[src/rtl/mem_arb_pkg.sv]
package mem_arb_pkg;
  localparam int unsigned ENT_W  = 2;
  localparam int unsigned N_ENT  = 1 << ENT_W;
  localparam int unsigned N_SLOT = 4;
  localparam int unsigned CFG_W  = N_SLOT * ENT_W;

  typedef enum logic [ENT_W-1:0] {
    ENT_RX_DMA = 2'd0,
    ENT_CPU    = 2'd1,
    ENT_TX_DMA = 2'd2,
    ENT_IRQ    = 2'd3
  } ent_e;

  localparam logic [CFG_W-1:0] CFG_DEFAULT = 8'hE4;
endpackage

[src/rtl/arb_slot_scan.sv]
module arb_slot_scan #(
  parameter int unsigned ENT_W  = mem_arb_pkg::ENT_W,
  parameter int unsigned N_SLOT = mem_arb_pkg::N_SLOT,
  localparam int unsigned N_ENT = 1 << ENT_W,
  localparam int unsigned CFG_W = N_SLOT * ENT_W
) (
  input  logic [N_ENT-1:0] req_i,
  input  logic [CFG_W-1:0] prio_cfg_i,
  output logic             win_vld_o,
  output logic [ENT_W-1:0] win_id_o
);
  logic [ENT_W-1:0] slot_code [N_SLOT];
  logic [N_SLOT-1:0] slot_hit;

  for (genvar s = 0; s < N_SLOT; s++) begin : g_slot
    assign slot_code[s] = prio_cfg_i[s*ENT_W +: ENT_W];
    assign slot_hit[s]  = req_i[slot_code[s]];
  end

  // lowest slot index = highest rank; scan downward so rank 0 overrides
  always_comb begin
    win_vld_o = 1'b0;
    win_id_o  = '0;
    for (int s = N_SLOT - 1; s >= 0; s--) begin
      if (slot_hit[s]) begin
        win_vld_o = 1'b1;
        win_id_o  = slot_code[s];
      end
    end
  end
endmodule

[src/rtl/arb_grant_hold.sv]
module arb_grant_hold #(
  parameter int unsigned ENT_W = mem_arb_pkg::ENT_W,
  localparam int unsigned N_ENT = 1 << ENT_W
) (
  input  logic             clk_i,
  input  logic             rst_ni,
  input  logic             win_vld_i,
  input  logic [ENT_W-1:0] win_id_i,
  input  logic             ext_busy_i,
  input  logic             cycle_done_i,
  output logic [N_ENT-1:0] gnt_o,
  output logic [ENT_W-1:0] gnt_id_o
);
  logic             own_q;
  logic [ENT_W-1:0] id_q;

  always_ff @(posedge clk_i or negedge rst_ni) begin
    if (!rst_ni) begin
      own_q <= 1'b0;
      id_q  <= '0;
    end else if (!own_q) begin
      if (win_vld_i && !ext_busy_i) begin
        own_q <= 1'b1;
        id_q  <= win_id_i;
      end
    end else if (cycle_done_i) begin
      own_q <= 1'b0;
    end
  end

  for (genvar e = 0; e < N_ENT; e++) begin : g_dec
    assign gnt_o[e] = own_q && (id_q == ENT_W'(e));
  end
  assign gnt_id_o = own_q ? id_q : '0;

  a_r5_onehot: assert property (@(posedge clk_i) disable iff (!rst_ni)
    $onehot0(gnt_o));
  a_r5_idle_id: assert property (@(posedge clk_i) disable iff (!rst_ni)
    (gnt_o == '0) |-> (gnt_id_o == '0));
  a_r7_hold: assert property (@(posedge clk_i) disable iff (!rst_ni)
    ((gnt_o != '0) && !cycle_done_i) |=> $stable(gnt_o));
  a_r7_release: assert property (@(posedge clk_i) disable iff (!rst_ni)
    ((gnt_o != '0) && cycle_done_i) |=> (gnt_o == '0));
  a_r6_busy_block: assert property (@(posedge clk_i) disable iff (!rst_ni)
    ((gnt_o == '0) && ext_busy_i) |=> (gnt_o == '0));
endmodule

[src/rtl/mem_arb.sv]
module mem_arb #(
  parameter int unsigned ENT_W  = mem_arb_pkg::ENT_W,
  parameter int unsigned N_SLOT = mem_arb_pkg::N_SLOT,
  localparam int unsigned N_ENT = 1 << ENT_W,
  localparam int unsigned CFG_W = N_SLOT * ENT_W
) (
  input  logic             clk_i,
  input  logic             rst_ni,
  input  logic [N_ENT-1:0] req_i,
  input  logic [CFG_W-1:0] prio_cfg_i,
  input  logic             ext_busy_i,
  input  logic             cycle_done_i,
  output logic [N_ENT-1:0] gnt_o,
  output logic [ENT_W-1:0] gnt_id_o
);
  logic             win_vld;
  logic [ENT_W-1:0] win_id;

  arb_slot_scan #(.ENT_W(ENT_W), .N_SLOT(N_SLOT)) u_scan (
    .req_i      (req_i),
    .prio_cfg_i (prio_cfg_i),
    .win_vld_o  (win_vld),
    .win_id_o   (win_id)
  );

  arb_grant_hold #(.ENT_W(ENT_W)) u_hold (
    .clk_i        (clk_i),
    .rst_ni       (rst_ni),
    .win_vld_i    (win_vld),
    .win_id_i     (win_id),
    .ext_busy_i   (ext_busy_i),
    .cycle_done_i (cycle_done_i),
    .gnt_o        (gnt_o),
    .gnt_id_o     (gnt_id_o)
  );

  // previous-cycle request and naming, kept for the checks below
  logic [N_ENT-1:0] named_w, named_d, req_d;
  always_comb begin
    named_w = '0;
    for (int s = 0; s < N_SLOT; s++) named_w[prio_cfg_i[s*ENT_W +: ENT_W]] = 1'b1;
  end
  always_ff @(posedge clk_i or negedge rst_ni) begin
    if (!rst_ni) begin
      named_d <= '0;
      req_d   <= '0;
    end else begin
      named_d <= named_w;
      req_d   <= req_i;
    end
  end

  a_r3_grant_was_requested: assert property (@(posedge clk_i) disable iff (!rst_ni)
    $rose(|gnt_o) |-> req_d[gnt_id_o]);
  a_r8_grant_was_named: assert property (@(posedge clk_i) disable iff (!rst_ni)
    $rose(|gnt_o) |-> named_d[gnt_id_o]);
endmodule

[config.mk]
export PLATFORM = sky130hd
export DESIGN_NAME = mem_arb
export DESIGN_NICKNAME = d
export VERILOG_FILES = /design/src/rtl/mem_arb_pkg.sv /design/src/rtl/arb_slot_scan.sv /design/src/rtl/arb_grant_hold.sv /design/src/rtl/mem_arb.sv
export SDC_FILE = /design/constraint.sdc
export NUM_CORES = 1
export LEC_CHECK = 0
export ABC_CLOCK_PERIOD_IN_PS = 2300
export BUFFER_PORTS_ARGS = -buffer_cell sky130_fd_sc_hd__buf_2
export CORE_AREA = 2 2 39 41
export DETAILED_ROUTE_END_ITERATION = 10
export DIE_AREA = 0 0 41 43
export SETUP_SLACK_MARGIN = 0.2
export SLEW_MARGIN = 20
export SYNTH_ARGS = -nofsm -noshare
export SYNTH_HDL_FRONTEND = slang
export SYNTH_HIERARCHICAL = 1
export SYNTH_SLANG_ARGS = --single-unit
[constraint.sdc]
create_clock -name clk_i -period 2.3 [get_ports clk_i]
set_input_delay 0.115 -clock clk_i [delete_from_list [all_inputs] [get_ports clk_i]]
set_output_delay 0.115 -clock clk_i [all_outputs]
set_load 0.02 [all_outputs]
==> impl_metrics.yaml, run 1 <==
status:
  status: "finished, final reports clean"
flow_run:
  max-cap-violations: 0
grt:
  antenna_found_initial: 0
  gr-total-overflow: 0
  grt_max_degree: 9
  grt_pass1_vias: 493
  grtUsageTotal_pct: 16.4
  grt_pass1_wl_mm: 2.01
power_and_ir_drop:
  powerDensity_nw_per_um2: 579
  cellLeakagePower_nw: 0.326
  total_power_mw: 0.360
  peakVddDrop_v: 0.000138
placement:
  dp_cells: 88
  dpl_cell_area_sq_um: 586
  io_buffers: 21
  gp_congestion: 0.871
  place_hpwl_um: 933
  dp_slack_ps: 403
drt:
  viasPerCell: 5.58
  final_antenna_net_count: 0
  wl_per_cell_um: 13.0
  drt-total-wl_mm: 1.21
  drc: 0
  firstDrtPassIters: 4
  vias: 519
  drt-initial-drc-count: 14
floorplanning:
  rows: 14
  die_y_um: 43
  ios: 22
  start_util_pct: 33.8
  die_area_sq_um: 1760
  die_w_um: 41
  core_area_sq_um: 1380
cts:
  insertion_delay_ps: 230
  post-cts-setup-buffers: 0
  cts_buffers: 3
  cts.sinks: 3
  clockRootBuffer: "clkbuf_4"
  clk_pin_slew_worst_paths_ps: 40
  htree_levels: 1
  cts_buffer_depth: 2
  tritoncts: "done"
  post_cts_resize_count: 0
synth:
  synth_cell_types: 30
  synth_top_cell_area_share_pct: 16.0
  syn_area_sq_um: 468
  synth-edff-count: 0
  ys.warnings.count: 6
  syn_inst: 53
  async_flop_share_pct: 100
  ys_seq_area_share_pct: 16.0
  synthesis.nets: 69
  synth_top_area_cell: "dfrtp_1"
  synth_area_per_cell_sq_um: 8.83
  synthTopCellsByArea: "dfrtp_1, mux2i_1, mux2_4"
  ys.flop_type: "dfrtp_1"
  synth_seq_cells: 3
layout:
  utilization_pct: 44.9
  area_growth_pct: 32.9
  fin_area_sq_um: 622
  final_common_cell: "buf_2"
  fin_cells: 93
  fill_cells: 148
  n_antenna_cell: 0
  layout.nets: 94
  drive_gt1_share_pct: 46.8
  layout_common_cells: "buf_2, mux2i_1, inv_1, nor2_1"
critical_path:
  r2r_slack_ps: 1120
  crit_path_max_fanout: 5
  worstSetupEndpointType: "register"
  worstPathRequired_ps: 2410
  r2r-end: "u_hold/id_q[0]$_DFFE_PN0P_"
  crit_path_start_kind: "primary input"
  r2r-start: "u_hold/own_q$_DFF_PN0_"
  path_class: "primary input to register"
  arrival_ps: 1760
  reg2reg_depth: 2
worst_hold_path:
  hold_class: "primary input to register"
  hp-start: "cycle_done_i"
  hold_path_end: "u_hold/own_q$_DFF_PN0_"
  holdPathStages: 3
sta:
  fin_skew_ps: 0.652
  slew_headroom_pct: 81.8
  fin_crit_ps: 1650
  fin_setup_tns_ps: 0
  post-route-period-util_pct: 71.7
  worst_pin_slew_ps: 273
  fmax_ghz: 0.606
  setup_viol: 0
  finalHoldViolCount: 0
  worst_slack_ps: 650
  hold_ws_ps: 163
  rsz0062_at_grt: "false"
  maxSlewViolCount: 0
[per-layer routing]
metal / routed length [um] / vias up / track usage (%)
li1: - / 252 / -
met1: 518 / 240 / 20.4
met2: 617 / 27 / 25.9
met3: 73 / 0 / 0.524
met4: 0 / 0 / 10.7
met5: 0 / - / 0
[where the power goes]
group | internal, mW | switching (mW)
sequential | 0.0691 | 0.0232
combinational | 0.0900 | 0.0863
clock | 0.0650 | 0.0268
[kinds of logic after synthesis]
logic type / Yosys count / synth area share, %
and+or+nand+nor: 16 / 23.5
AOI/OAI and AO/OA: 15 / 23.8
muxes: 12 / 31.0
buffers and inverters: 7 / 5.62
DFF: 3 / 16.0
[state kept, by name, summed over array words and instances, names as in the netlist]
name,count
u_hold/own_q,1
u_hold/id_q,2
[worst max path at each step]
stage | start | to | slack, ps | cells after the start
floorplan | prio_cfg_i[3] | u_hold/id_q[0]$_DFFE_PN0P_ | 550 | 7
global placement | prio_cfg_i[4] | u_hold/id_q[1]$_DFFE_PN0P_ | 440 | 6
detailed placement | prio_cfg_i[4] | u_hold/id_q[0]$_DFFE_PN0P_ | 400 | 6
CTS | prio_cfg_i[4] | u_hold/id_q[0]$_DFFE_PN0P_ | 650 | 6
global route | prio_cfg_i[4] | u_hold/id_q[0]$_DFFE_PN0P_ | 570 | 6
finish | prio_cfg_i[4] | u_hold/id_q[0]$_DFFE_PN0P_ | 650 | 6
[area by class of cell]
class	count	area, sq um	share of cell area, %
multi-input cells	43	367	59.0
repair buffers	22	115	18.5
flip-flops and latches	3	75.1	12.1
clock buffers	4	26.3	4.23
well taps	16	20.0	3.22
inverters	5	18.8	3.02
[synthesized netlist by cell type, types with 2 or more instances]
| library cell | number |
|---|---|
| mux2i_1 | 7 |
| nand2_1 | 2 |
| nor2_1 | 4 |
| mux2_2 | 2 |
| a22o_2 | 2 |
| inv_1 | 5 |
| a22oi_1 | 2 |
| clkbuf_1 | 2 |
| mux2_4 | 2 |
| dfrtp_1 | 3 |
| o22ai_1 | 3 |
[critical path, stage by stage]
cell and delay, ps:
buf_2 140, mux4_2 510, nor2_1 90, or4b_1 430, nor3b_4 180, mux2_4 300
[repair_timing]
item                       in CTS  in global routing
hold endpoints to repair        3                  0
hold buffers                    1                  0
setup endpoints to repair       0                  0
Power figures use the tool's default switching activity.
==> run 2, diff against run 1 <==
--- a/config.mk
+++ b/config.mk
@@ -5,7 +5,7 @@
 export SDC_FILE = /design/constraint.sdc
 export NUM_CORES = 1
 export LEC_CHECK = 0
-export ABC_CLOCK_PERIOD_IN_PS = 2300
+export ABC_CLOCK_PERIOD_IN_PS = 1650
 export BUFFER_PORTS_ARGS = -buffer_cell sky130_fd_sc_hd__buf_2
 export CORE_AREA = 2 2 39 41
 export DETAILED_ROUTE_END_ITERATION = 10
==> constraint.sdc (replaced) <==
create_clock -name clk_i -period 1.65 [get_ports clk_i]
set_input_delay 0.0825 -clock clk_i [delete_from_list [all_inputs] [get_ports clk_i]]
set_output_delay 0.0825 -clock clk_i [all_outputs]
set_load 0.02 [all_outputs]
==> impl_metrics.yaml, run 2 (synthesized netlist as in run 1, its figures left out) <==
power_and_ir_drop:
  seqPwrFrac_pct: 23.9
  combPwrFrac_pct: 52.3
  p_sw_mw: 0.197
  peakVddDrop_v: 0.000225
  cellLeakagePower_nw: 0.397
  intPower_mw: 0.342
  powerDensity_nw_per_um2: 717
  swShare_pct: 36.5
  clkPwrFrac_pct: 23.8
  total_power_mw: 0.538
cts:
  tritoncts: "done"
  post-cts-setup-buffers: 0
  clockRootBuffer: "clkbuf_4"
  clk_pin_slew_worst_paths_ps: 40
  htree_levels: 1
  cts.sinks: 3
  insertion_delay_ps: 230
  cts_buffer_depth: 2
  cts_buffers: 3
critical_path:
  worstPathRequired_ps: 1760
  crit_path_max_fanout: 3
  crit_buf_inv: 1
  path_cells: "buf_8, mux4_2, nor2_2, or4b_1, nor3b_4, mux2_4"
  crit_path_end: "u_hold/id_q[0]$_DFFE_PN0P_"
  path_delay_family: "multiplexers"
  cp-startpoint: "prio_cfg_i[4]"
  arrival_ps: 1660
  r2r-end: "u_hold/id_q[0]$_DFFE_PN0P_"
  cpPeakStageDelay_ps: 500
  r2r_slack_ps: 460
  path_class: "primary input to register"
  critPathSlowestCell: "mux4_2"
  crit_path_start_kind: "primary input"
  path_depth: 6
  r2r-start: "u_hold/own_q$_DFF_PN0_"
  worstSetupEndpointType: "register"
  reg2reg_depth: 2
sta:
  worst_pin_slew_ps: 279
  fin_setup_tns_ps: 0
  maxSlewViolCount: 0
  post-route-period-util_pct: 94.0
  fin_skew_ps: 0.185
  fin_crit_ps: 1550
  setup_viol: 0
  worst_slack_ps: 98.7
  fmax_ghz: 0.645
  hold_ws_ps: 134
  slew_headroom_pct: 81.4
  finalHoldViolCount: 0
  rsz0062_at_grt: "true"
grt:
  gr-total-overflow: 0
  grt_pass1_vias: 572
  grt_pass1_wl_mm: 2.16
  antenna_found_initial: 0
  grtUsageTotal_pct: 17.2
  grt_max_degree: 8
drt:
  viasPerCell: 5.34
  drt-total-wl_mm: 1.33
  drt-initial-drc-count: 14
  vias: 566
  firstDrtPassIters: 4
  wl_per_cell_um: 12.5
  drc: 0
  final_antenna_net_count: 0
layout:
  area_growth_pct: 60.4
  multi_input_area_sq_um: 369
  fill_cells: 137
  regArea_sq_um: 75.1
  layout.nets: 107
  reg_top3: "u_hold/id_q: 2 flops, u_hold/own_q: 1 flops"
  top_register: "u_hold/id_q"
  final_common_cell: "buf_2"
  layout_common_cells: "buf_2, buf_4, mux2i_1, inv_1"
  largest_register_ffs: 2
  fin_cells: 106
  drive_gt1_share_pct: 55.6
  n_antenna_cell: 0
status:
  status: "finished, final reports clean"
worst_hold_path:
  hold_class: "primary input to register"
floorplanning:
  die_y_um: 43
  start_util_pct: 33.8
  rows: 14
  ios: 22
  die_area_sq_um: 1760
  die_w_um: 41
  core_area_sq_um: 1380
placement:
  gp_congestion: 0.846
  dp_cells: 101
  io_buffers: 21
  dp_slack_ps: -184
  place_hpwl_mm: 1.07
flow_run:
  max-cap-violations: 0
-- run 2: metal layers --
layer / track usage (%) / routed length, um
met1: 18.5 / 495
met2: 31.9 / 740
met3: 0 / 92
met4: 8.00 / 0
met5: 0 / 0
-- run 2: layout make-up --
type / count / share of cell area, %
Multi-Input combinational cell: 43 / 49.2
Timing Repair Buffer: 35 / 32.2
Sequential cell: 3 / 10.0
Clock buffer: 4 / 3.50
Tap cell: 16 / 2.67
Inverter: 5 / 2.50
-- run 2: per-stage QoR --
stage               utilization [%]  instance area (sq um)
finish                         54.2                    751
global route                   54.2                    751
CTS                            53.8                    744
detailed placement             49.4                    683
global placement               49.4                    683
floorplan                         -                    479
-- run 2: power groups by stage --
stage               clock (mW)  combinational [mW]  sequential, mW
floorplan                    0               0.173           0.119
global placement             0               0.267           0.128
detailed placement           0               0.271           0.132
CTS                      0.133               0.279           0.131
global route             0.143               0.307           0.134
finish                   0.128               0.282           0.129
-- run 2: worst min-delay path by stage --
stage               depth (start not counted)  slack (ps)                          to         start
global placement                            1        -120      u_hold/own_q$_DFF_PN0_        rst_ni
global route                                3         150      u_hold/own_q$_DFF_PN0_  cycle_done_i
CTS                                         3         130      u_hold/own_q$_DFF_PN0_  cycle_done_i
detailed placement                          1        -120  u_hold/id_q[1]$_DFFE_PN0P_        rst_ni
finish                                      3         130      u_hold/own_q$_DFF_PN0_  cycle_done_i
floorplan                                   0        -210  u_hold/id_q[0]$_DFFE_PN0P_        rst_ni
-- run 2: repair_timing --
item | in CTS | in global routing
gates resized for setup | 4 | 2
endpoints found under the setup margin | 2 | 3
hold buffers | 1 | 0
endpoints found under the hold margin | 3 | 0
pin swaps | 1 | 1
-- run 2: worst register-to-register path: cells and delay by family (launching register included) --
kind	cells	cell delay, ps
muxes	1	330
DFF	1	450
and+or+nand+nor	1	290
==> run 3, diff against run 2 <==
==> constraint.sdc (replaced) <==
create_clock -name clk_i -period 1.65 [get_ports clk_i]
set_input_delay 0.165 -clock clk_i [delete_from_list [all_inputs] [get_ports clk_i]]
set_output_delay 0.165 -clock clk_i [all_outputs]
set_load 0.02 [all_outputs]
==> impl_metrics.yaml, run 3 (synthesized netlist as in run 1, its figures left out) <==
layout:
  top_register: "u_hold/id_q"
  multi_input_area_sq_um: 374
  largest_register_ffs: 2
  final_common_cell: "buf_2"
  layout_common_cells: "buf_2, buf_4, mux2i_1, inv_1"
  n_antenna_cell: 0
  regArea_sq_um: 76.3
  reg_top3: "u_hold/id_q: 2 flops, u_hold/own_q: 1 flops"
  layout.nets: 110
  fin_cells: 109
  drive_gt1_share_pct: 59.1
  fill_cells: 131
  fin_area_sq_um: 791
  area_growth_pct: 69.0
placement:
  io_buffers: 21
  dpl_cell_area_sq_um: 706
  place_hpwl_mm: 1.13
  dp_cells: 104
  gp_congestion: 0.840
sta:
  maxSlewViolCount: 0
  setup_viol: 0
  rsz0062_at_grt: "true"
  fin_setup_tns_ps: 0
  post-route-period-util_pct: 100
  fin_crit_ps: 1650
  slew_headroom_pct: 82.7
  worst_pin_slew_ps: 260
  finalHoldViolCount: 0
  fin_skew_ps: 1.05
  fmax_ghz: 0.606
power_and_ir_drop:
  combPwrFrac_pct: 53.2
  peakVddDrop_v: 0.000193
  intPower_mw: 0.352
  total_power_mw: 0.552
  powerDensity_nw_per_um2: 699
  seqPwrFrac_pct: 23.5
  clkPwrFrac_pct: 23.3
  swShare_pct: 36.2
  cellLeakagePower_nw: 0.415
  p_sw_mw: 0.200
cts:
  cts_buffer_depth: 2
  post-cts-setup-buffers: 0
  insertion_delay_ps: 230
  clockRootBuffer: "clkbuf_4"
  clk_pin_slew_worst_paths_ps: 40
  cts.sinks: 3
  htree_levels: 1
  cts_buffers: 3
  tritoncts: "done"
drt:
  firstDrtPassIters: 4
  drc: 0
  vias: 558
  drt-initial-drc-count: 7
  viasPerCell: 5.12
  final_antenna_net_count: 0
  wl_per_cell_um: 13.0
  drt-total-wl_mm: 1.41
floorplanning:
  die_w_um: 41
  start_util_pct: 33.8
  die_y_um: 43
  ios: 22
  core_area_sq_um: 1380
  rows: 14
  die_area_sq_um: 1760
worst_hold_path:
  hold_class: "primary input to register"
critical_path:
  worstSetupEndpointType: "register"
  crit_path_max_fanout: 4
  path_class: "primary input to register"
  crit_path_start_kind: "primary input"
  worstPathRequired_ps: 1760
  arrival_ps: 1760
grt:
  grt_pass1_wl_mm: 2.17
  gr-total-overflow: 0
  antenna_found_initial: 0
  grtUsageTotal_pct: 17.7
  grt_max_degree: 8
  grt_pass1_vias: 556
flow_run:
  max-cap-violations: 0
status:
  status: "finished, final reports clean"
## run 3: cell count changes in the layout (fill, tap and decap cells not counted), sizes merged
cell  change
buf       +3
## run 3: power groups by stage
stage / sequential, mW / clock [mW] / combinational, mW
6_report: 0.130 / 0.129 / 0.294
5_1_grt: 0.134 / 0.139 / 0.319
4_1_cts: 0.128 / 0.137 / 0.288
3_5_place_dp: 0.129 / 0 / 0.279
3_3_place_gp: 0.128 / 0 / 0.274
2_1_floorplan: 0.119 / 0 / 0.173
## run 3: critical path: stages
cell	delay (ps)
buf_8	100
mux4_2	470
nor2_1	100
or4b_4	460
nor3b_4	180
mux2_4	290
## run 3: timing repair
action,in CTS,in global routing
hold buffers,1,0
cloned,0,0
pin swaps,1,1
gates resized for setup,4,7
endpoints found under the setup margin,3,4
endpoints found under the hold margin,3,0
## run 3: path summary, 6_finish.rpt
kind | start | endpoint | slack (ps) | cells past startpoint
min in group asynchronous | rst_ni | u_hold/id_q[1]$_DFFE_PN0P_ | 260 | 2
max | req_i[3] | u_hold/id_q[0]$_DFFE_PN0P_ | 0.7 | 6
min | cycle_done_i | u_hold/own_q$_DFF_PN0_ | 210 | 3
max in group asynchronous | rst_ni | u_hold/own_q$_DFF_PN0_ | 1280 | 2
max reg2reg | u_hold/own_q$_DFF_PN0_ | u_hold/id_q[0]$_DFFE_PN0P_ | 490 | 2
min reg2reg | u_hold/id_q[0]$_DFFE_PN0P_ | u_hold/id_q[0]$_DFFE_PN0P_ | 580 | 1
## run 3: metal layers
layer	track usage, %	vias up	routed length [um]
met4	10.0	0	0
met3	1.05	0	85
met2	30.6	24	782
met5	0	-	0
met1	19.7	250	545
li1	-	284	-
## run 3: layout make-up
| cell class | instances | area share, % |
|---|---|---|
| flip-flops and latches | 3 | 9.65 |
| repair buffers | 38 | 34.8 |
| multi-input cells | 43 | 47.3 |
| inverters | 5 | 2.37 |
| clock buffers | 4 | 3.32 |
| well taps | 16 | 2.53 |
## run 3: per-stage QoR
step	hold slack, ps	utilization [%]	setup WS, ps
global placement	-40.4	51.0	-219
finish	213	57.1	0.651
CTS	196	55.4	-8.59
detailed placement	-37.0	51.0	-282
global route	218	57.1	-31.6
floorplan	-131	-	-72.6
